<file path="config.mk">
export PLATFORM = sky130hd
export DESIGN_NAME = ovl_sel
export DESIGN_NICKNAME = d
export VERILOG_FILES = /design/src/rtl/ovl_pkg.sv /design/src/rtl/ovl_classify.sv /design/src/rtl/ovl_map.sv /design/src/rtl/ovl_ins_trk.sv /design/src/rtl/ovl_win_dec.sv /design/src/rtl/ovl_sel.sv
export SDC_FILE = /design/constraint.sdc
export NUM_CORES = 1
export LEC_CHECK = 0
export BUFFER_PORTS_ARGS = -buffer_cell sky130_fd_sc_hd__buf_2
export CORE_MARGIN = 10
export CORE_UTILIZATION = 35
export CTS_CLUSTER_DIAMETER = 150
export DETAILED_ROUTE_END_ITERATION = 16
export GPL_ROUTABILITY_DRIVEN = 1
export GPL_TIMING_DRIVEN = 0
export PLACE_DENSITY = 0.74
export SYNTH_ARGS = -nofsm -noshare
export SYNTH_HDL_FRONTEND = slang
export SYNTH_SLANG_ARGS = --single-unit
export TNS_END_PERCENT = 10
</file>
<file path="constraint.sdc">
create_clock -name clk_i -period 1.63 [get_ports clk_i]
set_input_delay 0.0815 -clock clk_i [delete_from_list [all_inputs] [get_ports clk_i]]
set_output_delay 0.0815 -clock clk_i [all_outputs]
set_load 0.005 [all_outputs]
</file>
<file path="src/rtl/ovl_pkg.sv">
package ovl_pkg;
  typedef enum logic [1:0] {
    CYC_IFETCH = 2'd0,
    CYC_AFETCH = 2'd1,
    CYC_DFETCH = 2'd2,
    CYC_IO     = 2'd3
  } cyc_e;

  typedef struct packed {
    logic valid;
    cyc_e cls;
    logic wr;
  } cyc_t;
endpackage

</file>
<file path="src/rtl/ovl_classify.sv">
module ovl_classify
  import ovl_pkg::*;
(
  input  logic sync_q_i,
  input  logic cpu_q_i,
  input  logic mon_q_i,
  input  logic mem_valid_i,
  input  logic ind_q_i,
  input  logic io_q_i,
  input  logic wr_i,
  output cyc_t cyc_o
);
  always_comb begin
    cyc_o.valid = mem_valid_i && (cpu_q_i || mon_q_i);
    cyc_o.wr    = wr_i;
    if (io_q_i)        cyc_o.cls = CYC_IO;
    else if (sync_q_i) cyc_o.cls = CYC_IFETCH;
    else if (ind_q_i)  cyc_o.cls = CYC_AFETCH;
    else               cyc_o.cls = CYC_DFETCH;
  end
endmodule

</file>
<file path="src/rtl/ovl_map.sv">
module ovl_map #(
  parameter int unsigned RW = 4,
  parameter int unsigned NR = 1 << RW,
  parameter logic [NR-1:0] RST = '0
) (
  input  logic          clk_i,
  input  logic          rst_ni,
  input  logic          we_i,
  input  logic [RW-1:0] wr_idx_i,
  input  logic          wr_val_i,
  input  logic [RW-1:0] rd_idx_i,
  output logic          rd_bit_o,
  output logic [NR-1:0] map_o
);
  logic [NR-1:0] map_q;

  for (genvar k = 0; k < NR; k++) begin : g_ent
    always_ff @(posedge clk_i or negedge rst_ni) begin
      if (!rst_ni)                                 map_q[k] <= RST[k];
      else if (we_i && wr_idx_i == RW'(k))         map_q[k] <= wr_val_i;
    end
  end

  assign rd_bit_o = map_q[rd_idx_i];
  assign map_o    = map_q;
endmodule

</file>
<file path="src/rtl/ovl_ins_trk.sv">
module ovl_ins_trk #(
  parameter int unsigned RW = 4
) (
  input  logic          clk_i,
  input  logic          rst_ni,
  input  logic          cap_i,
  input  logic [RW-1:0] rgn_i,
  input  logic          rom_i,
  output logic [RW-1:0] rgn_o,
  output logic          rom_o
);
  always_ff @(posedge clk_i or negedge rst_ni) begin
    if (!rst_ni) begin
      rgn_o <= '0;
      rom_o <= 1'b0;
    end else if (cap_i) begin
      rgn_o <= rgn_i;
      rom_o <= rom_i;
    end
  end
endmodule

</file>
<file path="src/rtl/ovl_win_dec.sv">
module ovl_win_dec #(
  parameter int unsigned AW     = 16,
  parameter int unsigned WIN_W  = 10,
  parameter int unsigned N_CART = 3,
  parameter logic [AW-1:0] PROG_BASE = 16'h5000
) (
  input  logic [AW-1:0] addr_i,
  input  logic          en_i,
  output logic          prog_o,
  output logic          cart_o
);
  localparam int unsigned TW = AW - WIN_W;
  localparam logic [TW-1:0] TAG = PROG_BASE[AW-1:WIN_W];

  logic [TW-1:0]     tag;
  logic [N_CART-1:0] hit;

  assign tag = addr_i[AW-1:WIN_W];

  for (genvar k = 0; k < N_CART; k++) begin : g_cart
    assign hit[k] = (tag == TW'(TAG + TW'(k + 1)));
  end

  assign prog_o = en_i && (tag == TAG);
  assign cart_o = en_i && (|hit);
endmodule

</file>
<file path="src/rtl/ovl_sel.sv">
module ovl_sel
  import ovl_pkg::*;
#(
  parameter int unsigned AW = 16,
  parameter int unsigned RW = 4,
  parameter logic [AW-1:0] EXCL_LIM  = 16'h0800,
  parameter logic [AW-1:0] PROG_BASE = 16'h5000,
  parameter int unsigned WIN_W  = 10,
  parameter int unsigned N_CART = 3,
  parameter logic [(1<<RW)-1:0] MAP_RST = 16'h00F0
) (
  input  logic          clk_i,
  input  logic          rst_ni,
  input  logic          cfg_we_i,
  input  logic [RW-1:0] cfg_idx_i,
  input  logic          cfg_val_i,
  input  logic          sync_q_i,
  input  logic          cpu_q_i,
  input  logic          mon_q_i,
  input  logic          mem_valid_i,
  input  logic          ind_q_i,
  input  logic          io_q_i,
  input  logic          wr_i,
  input  logic [AW-1:0] addr_i,
  input  logic          opt_fit_i,
  output logic          ram_en_o,
  output logic          rom_sel_o,
  output logic          opt_n_o,
  output logic          prog_rom_en_o,
  output logic          cart_en_o,
  output logic [1:0]    cls_o
);
  localparam int unsigned NR = 1 << RW;

  cyc_t          cyc;
  logic [NR-1:0] map_q;
  logic          map_bit;
  logic [RW-1:0] rgn;
  logic [RW-1:0] trk_rgn;
  logic          trk_rom;
  logic          low_half;
  logic          excl;
  logic          ram_pick;
  logic          own_rom;
  logic          trk_cap;

  assign rgn      = addr_i[AW-1 -: RW];
  assign low_half = !addr_i[AW-1];
  assign excl     = low_half && (addr_i < EXCL_LIM);

  ovl_classify i_cls (
    .sync_q_i    (sync_q_i),
    .cpu_q_i     (cpu_q_i),
    .mon_q_i     (mon_q_i),
    .mem_valid_i (mem_valid_i),
    .ind_q_i     (ind_q_i),
    .io_q_i      (io_q_i),
    .wr_i        (wr_i),
    .cyc_o       (cyc)
  );

  ovl_map #(.RW(RW), .NR(NR), .RST(MAP_RST)) i_map (
    .clk_i    (clk_i),
    .rst_ni   (rst_ni),
    .we_i     (cfg_we_i),
    .wr_idx_i (cfg_idx_i),
    .wr_val_i (cfg_val_i),
    .rd_idx_i (rgn),
    .rd_bit_o (map_bit),
    .map_o    (map_q)
  );

  // ROM-resident code reading its own region gets its constants from ROM
  assign own_rom = trk_rom && (trk_rgn == rgn);

  always_comb begin
    ram_pick = 1'b0;
    if (opt_fit_i && cyc.valid && low_half && !excl) begin
      unique case (cyc.cls)
        CYC_IFETCH, CYC_AFETCH: ram_pick = map_bit;
        CYC_DFETCH:             ram_pick = map_bit && (cyc.wr || !own_rom);
        default:                ram_pick = 1'b0;
      endcase
    end
  end

  assign trk_cap = opt_fit_i && cyc.valid && (cyc.cls == CYC_IFETCH);

  ovl_ins_trk #(.RW(RW)) i_trk (
    .clk_i  (clk_i),
    .rst_ni (rst_ni),
    .cap_i  (trk_cap),
    .rgn_i  (rgn),
    .rom_i  (low_half && !ram_pick),
    .rgn_o  (trk_rgn),
    .rom_o  (trk_rom)
  );

  ovl_win_dec #(
    .AW(AW), .WIN_W(WIN_W), .N_CART(N_CART), .PROG_BASE(PROG_BASE)
  ) i_win (
    .addr_i (addr_i),
    .en_i   (opt_fit_i && !ram_pick),
    .prog_o (prog_rom_en_o),
    .cart_o (cart_en_o)
  );

  assign ram_en_o  = ram_pick;
  assign rom_sel_o = !ram_pick;
  assign opt_n_o   = !opt_fit_i;
  assign cls_o     = cyc.cls;
endmodule

</file>
==> impl_results.md, run 1 <==
* Root Buffer: clkbuf_4
* Die height at around 69 microns
* MaxCap Viol Count at 0
* Status: finished with violations
* Routability Congestion at roughly 0.75
* Reg clk slew, reported paths at ~80 ps
* Most common flop cell mapped by yosys: dfrtp_1
* Hold WC Path Type: input port to flip-flop
* Critical path class: flip-flop to output port
* #FFs+latches synth at 13
* Post-Synthesis Cells at 77
* Net count, final at 140
* PwrDens at approximately 850 mW/mm^2
* Worst-Margin Slew at ~330 ps
* Vias in the first global route at just over 700
* DPL Wire Length at 1.61 mm
* Clk sink count at 13
* Die ar. at 0.00473 sq mm
* Met3 Wirelength at 251 microns
* RSZ-0062 raised after global routing: yes
* Fin. Hold Viols at 0
* Top routing layer in use: met3
* Worst vdd ir at between 0.0005 and 0.0006 V
* Routed vias/inst at around 5.0
* Post-route minimum period at about 1800 ps
* Fraction of layout cells with a size suffix above 1 at 48.6%
* Total CTS buffers at 3
* Startpoint types: flip-flop
* CTS tree: done
* Worst Setup End Kind: output port
* Worst path buffer plus inverter count at 1
* Ant. Diodes at 0
* Cell Chain, Critical Path: mux2i_1 -> nand3b_1 -> nand4_1 -> nor4b_4 -> nor4b_2 -> buf_2
* Final WS setup at -159 ps
* Max-slew headroom at between 70% and 80%
* Number of remaining DRC errors at 0
* Port Buf Inserts at 25
* Core area at around 0.0022 sq mm
* Slowest stage delay, CP at approximately 530 ps
* Static leakage at 0.000439 uW
* Iteration-0 DRC Markers at 12
* FP Rows at 17
* # IOs at 39
* Starting Density at a little under two fifths
* Wirelength per Cell at 14.3 microns
* Share of the synthesized area in the top cell type at a little over a quarter
* Chip width at slightly below 70 microns
* Warnings from Yosys at 0
* Final wirelength at 1.94 mm
* Seq/Total Area, Yosys at 39.6%
* Worst skew pair latency at roughly 270 ps
* Met2 Wirelength at roughly 930 microns
* Largest cells by area after synthesis: dfrtp_1 27%, mux2_2 16%, dfstp_2 13%
* 1st-pass router iterations at 3
* GRT Total Usage at approximately 8.3%
* Period utilization at 110%
* Ys async rst share at 100%
* GRT overflow at 0
* Crit path DAT at between 1500 and 2000 ps
* Area grow syn2layout at 24.3%
* Top cell type by total area after synthesis: dfrtp_1
* Post-synth EDFFs at 0
* Inst Count DP at 130
* Met1 Routed Length at around 760 microns
* Synth cell types at 31
* Worst endpoint required time at between 1500 and 2000 ps
* Vias at 670
* Net Count, Synth at ~110
* Worst Path Max Fanout at 4
* Post-route insts no fill at about 140
* Top-count cell post-synth: mux2_2
* Antenna violations before repair at 0
* Antenna viol nets, final at 0
* H-Tree Depth at 1
* Syn Std Cell Area at 833 sq um
* First-pass GRT wire length at 3.04 mm
* Fin. max-slew vios at 0
* Tot Pwr at between 800 and 900 uW
* Max Fclk at 559 MHz
* CTS Buffer Depth at 2
* Failing checks: setup timing
* Critical Path Slowest Stage Cell: dfstp_2
* Clk_skew at about 4.2 ps
* Largest net degree at the start of global routing at 14
* Fillers at about 220
* Syn Area/Cell at 10.8 sq um
* Synth top cells by count: 12 x mux2_2, 9 x dfrtp_1, 7 x nor2_1
* CP delay by family, top: simple AND/OR/NAND/NOR gates
* Finish-stage setup viols at 4
* Hold WS at around 52 ps
## cell families after synthesis
logic type	Yosys count	share of synthesized area, %
XOR/XNOR	4	5.11
AND/OR/NAND/NOR	32	26.3
buffers and inverters	7	4.05
AO/OA/AOI/OAI	6	5.11
flip-flops	13	39.6
multiplexers	15	19.8
## layout by cell type, fill, tap and decap left out, types with 2 or more instances in the layout
master    count
nor2_1        7
nand2_1       6
dfstp_2       4
clkbuf_4      3
buf_2        25
inv_1         3
mux2_2       12
clkbuf_1      4
nand3b_1      4
nor4b_2       2
dfrtp_1       9
mux2i_1       3
nand3_1       2
nor3_1        3
xor2_1        2
## final timing paths
path	start	cells after the start	slack [ps]	to
max	i_map.map_o[6]$_DFFE_PN1P_	6	-160	prog_rom_en_o
min	cfg_val_i	2	50	i_map.map_o[1]$_DFFE_PN0P_
max reg2reg	i_trk.rgn_o[1]$_DFFE_PN0P_	4	270	i_trk.rom_o$_DFFE_PN0P_
min reg2reg	i_trk.rom_o$_DFFE_PN0P_	2	490	i_trk.rom_o$_DFFE_PN0P_
max in group asynchronous	rst_ni	2	1130	i_map.map_o[7]$_DFFE_PN1P_
min in group asynchronous	rst_ni	2	220	i_map.map_o[2]$_DFFE_PN0P_
## power by group
part	internal [uW]	total, uW	switching [uW]
registers	414	455	41.6
logic	123	231	107
clock network	94.6	194	99.3
## what timing repair did
item / in CTS / in global routing
endpoints found under the setup margin: 4 / 4
pin swaps: 0 / 1
gates resized for setup: 0 / 1
endpoints found under the hold margin: 13 / 0
buffers inserted: 0 / 0
hold buffers: 1 / 0
## cell type report
type | count | area [sq um] | area share (%)
repair buffers | 26 | 135 | 13.0
flip-flops and latches | 13 | 330 | 31.9
inverters | 3 | 11.3 | 1.09
plain buffers | 4 | 22.5 | 2.17
well taps | 28 | 35.0 | 3.38
multi-input cells | 57 | 475 | 45.9
clock buffers | 4 | 26.3 | 2.54
## through the flow
stage               util [%]  worst slack, ps  area, sq um  setup TNS [ps]
floorplan                  -              293          833               0
global placement        44.5              130          993               0
detailed placement      44.5              114          993               0
CTS                     46.1             -196         1030            -713
global route            46.4             -289         1040           -1070
finish                  46.4             -159         1040            -568
## sequential cells by signal, indices dropped and copies added (netlist names)
signal and cells:
i_trk.rgn_o 4, i_trk.rom_o 1, i_map.map_o 8
## routing by layer
layer,vias to the layer above,track usage [%]
met3,0,3.06
met2,22,14.3
li1,334,-
met5,-,0
met1,314,9.07
met4,0,3.20
Power figures use the tool's default switching activity.
==> run 2, diff against run 1 <==
--- a/config.mk
+++ b/config.mk
@@ -5,14 +5,15 @@
 export SDC_FILE = /design/constraint.sdc
 export NUM_CORES = 1
 export LEC_CHECK = 0
-export BUFFER_PORTS_ARGS = -buffer_cell sky130_fd_sc_hd__buf_2
+export CAP_MARGIN = 0
 export CORE_MARGIN = 10
 export CORE_UTILIZATION = 35
 export CTS_CLUSTER_DIAMETER = 150
 export DETAILED_ROUTE_END_ITERATION = 16
+export DONT_BUFFER_PORTS = 1
 export GPL_ROUTABILITY_DRIVEN = 1
 export GPL_TIMING_DRIVEN = 0
-export PLACE_DENSITY = 0.74
+export PLACE_DENSITY = 0.6
 export SYNTH_ARGS = -nofsm -noshare
 export SYNTH_HDL_FRONTEND = slang
 export SYNTH_SLANG_ARGS = --single-unit
==> constraint.sdc (replaced) <==
create_clock -name clk_i -period 1.63 [get_ports clk_i]
set_input_delay 0.326 -clock clk_i [delete_from_list [all_inputs] [get_ports clk_i]]
set_output_delay 0.326 -clock clk_i [all_outputs]
set_load 0.005 [all_outputs]
==> run 2 against run 1 <==
The flow still finishes with violations (setup timing). First-iteration DRC count grew 17%. Worst setup slack worse by 160 ps. Critical path depth shrank 1. Power fell by 4.6%. Utilization shrank 5.6 points. Clock power about the same. Global-route usage down 1.1 points. Die area unchanged. Non-clock buffer count down 25. Largest cell class unchanged.
==> impl_results.md, run 2 (synthesis gave the netlist of run 1 again) <==
* Status: finished with violations
* Failing checks: setup timing
* Fillers at 224 (+2.3%)
* Ant. Diodes at 0 (unchanged)
* Critical path class: flip-flop to output port
* Final WS setup at -323 ps (-164 ps)
* Worst-Margin Slew at 597 ps (+270 ps)
* Max-slew headroom at 60.1% (-18 points)
* GRT Total Usage at 7.20% (-1.1 points)
* Port Buf Inserts at 0 (-100%)
* # IOs at 39 (unchanged)
* Multi-input logic area at 475 sq um (unchanged)
* Most frequent cells in the layout: 12 x mux2_2, 9 x dfrtp_1, 7 x nor2_1
* Startpoint types: flip-flop
* 1st-pass router iterations at 2 (-1)
* FP Rows at 17 (unchanged)
* Cell Chain, Critical Path: mux2i_1 -> nand3_1 -> nand4_1 -> nor4b_4 -> inv_1
* Starting Density at 37.3% (unchanged)
* Finished layout cell area at 911 sq um (-12%)
* Crit path DAT at 1630 ps (-80 ps)
* Worst vdd ir at 0.000390 V (-23%)
* Antenna violations before repair at 0 (unchanged)
* Vias at 590 (-12%)
* Commonest non-fill, non-tap cell in the layout: mux2_2
* Routability Congestion at 0.676 (-10%)
* Fin. Hold Viols at 0 (unchanged)
* Largest net degree at the start of global routing at 14 (unchanged)
* DPL Wire Length at 1.38 mm (-14%)
* Fin. max-slew vios at 0 (unchanged)
* RSZ-0062 raised after global routing: yes
* Routed vias/inst at 5.36 (+8.1%)
* Storage cell area at 330 sq um (unchanged)
* Worst path buffer plus inverter count at 1 (unchanged)
* PwrDens at 921 mW/mm^2 (+8.5%)
* Chip width at 68.8 microns (unchanged)
* Post-route minimum period at 1950 ps (+164 ps)
* GRT overflow at 0 (unchanged)
* FF-to-FF path depth at 4 (unchanged)
* Max Fclk at 512 MHz (-8.4%)
* Worst Path Max Fanout at 4 (unchanged)
* Hold path depth at 1 (-1)
* Root Buffer: clkbuf_4
* Core area at 0.00223 sq mm (unchanged)
* Slowest stage delay, CP at 530 ps (about the same)
* Static leakage at 0.000339 uW (-23%)
* Number of remaining DRC errors at 0 (unchanged)
* Die ar. at 0.00473 sq mm (unchanged)
* Iteration-0 DRC Markers at 14 (+2)
* Wirelength per Cell at 15.0 microns (+4.7%)
* CTS tree: done
* Finish-stage setup viols at 4 (unchanged)
* Antenna viol nets, final at 0 (unchanged)
* MaxCap Viol Count at 0 (unchanged)
* Die height at 68.8 microns (unchanged)
* Setup Fix Bufs, Post-CTS at 0 (unchanged)
* Hold WC Path Type: input port to flip-flop
* CP delay by family, top: simple AND/OR/NAND/NOR gates
* Final wirelength at 1.65 mm (-15%)
* Fraction of layout cells with a size suffix above 1 at 32.9% (-16 points)
* H-Tree Depth at 1 (unchanged)
* Placed cell area at 868 sq um (-13%)
* Hold WS at 143 ps (+91.1 ps)
* Worst endpoint required time at 1300 ps (-250 ps)
* Worst skew pair latency at 270 ps (about the same)
* Largest register FFs at 8 (unchanged)
* Vias in the first global route at 634 (-10%)
* Period utilization at 120% (+10 points)
* CTS Buffer Depth at 2 (unchanged)
* Critical Path Slowest Stage Cell: dfstp_2
* Worst Setup End Kind: output port
* WP depth at 5 (-1)
* Area grow syn2layout at 9.31%
* Reg clk slew, reported paths at 80 ps (about the same)
* Clk sink count at 13 (unchanged)
* Clk_skew at 2.35 ps (-1.88 ps)
* First-pass GRT wire length at 2.61 mm (-14%)
* Total CTS buffers at 3 (unchanged)
* Net count, final at 115 (-18%)
[run 2: cell types whose count changed in the layout (fill, tap and decap cells not counted)]
cell,before,now
buf_2,25,0
[run 2: final timing paths]
kind	startpoint	endpoint	slack, ps
worst max-delay path	i_map.map_o[7]$_DFFE_PN1P_	rom_sel_o	-320
worst min-delay path	addr_i[15]	i_trk.rom_o$_DFFE_PN0P_	140
worst max register to register	i_trk.rgn_o[1]$_DFFE_PN0P_	i_trk.rom_o$_DFFE_PN0P_	310
worst min register to register	i_trk.rom_o$_DFFE_PN0P_	i_trk.rom_o$_DFFE_PN0P_	490
max in group asynchronous	rst_ni	i_map.map_o[2]$_DFFE_PN0P_	750
min in group asynchronous	rst_ni	i_trk.rgn_o[2]$_DFFE_PN0P_	490
[run 2: metrics by stage]
| stage | utilization, % | setup TNS, ps | worst slack [ps] | total power [uW] | instances |
|---|---|---|---|---|---|
| final | 40.8 | -1180 | -323 | 839 | 110 |
| after global routing | 40.8 | -1620 | -436 | 899 | 110 |
| after CTS | 40.5 | -1280 | -352 | 854 | 110 |
| after detailed placement | 38.9 | -319 | -140 | 643 | 105 |
| after global placement | 38.9 | -296 | -131 | 636 | 105 |
| after floorplan | - | -68.6 | -35.3 | 612 | 77 |
[run 2: timing repair]
| item | in CTS | in global routing |
|---|---|---|
| pin swaps | 2 | 0 |
| hold buffers | 1 | 0 |
| setup endpoints to repair | 4 | 4 |
| hold endpoints to repair | 13 | 0 |
| resized for setup | 0 | 1 |
[run 2: final cells by class]
class	instances	share of cell area (%)
buffer	4	2.47
clock buffer	4	2.88
inverter	3	1.24
multi-input combinational	57	52.2
sequential	13	36.3
tap	28	3.85
timing repair buffer	1	1.10
[run 2: where the power goes]
group / switching (uW) / leakage [uW] / total [uW] / internal, uW
logic: 83.7 / 0.000171 / 189 / 105
clock network: 102 / 0.0000150 / 197 / 94.7
registers: 40.0 / 0.000152 / 454 / 414
[run 2: worst reg2reg max path, stage by stage, from the launching register on]
cell and delay (ps):
dfrtp_1 410, xor2_2 170, nor4_4 350, nor2_1 90
o31ai_1 220
[run 2: per-layer routing]
| layer | global-route usage [%] | routed length, microns |
|---|---|---|
| met1 | 7.36 | 620 |
| met3 | 3.54 | 258 |
| met4 | 3.69 | 27 |
| met2 | 12.0 | 746 |
| met5 | 0 | 0 |
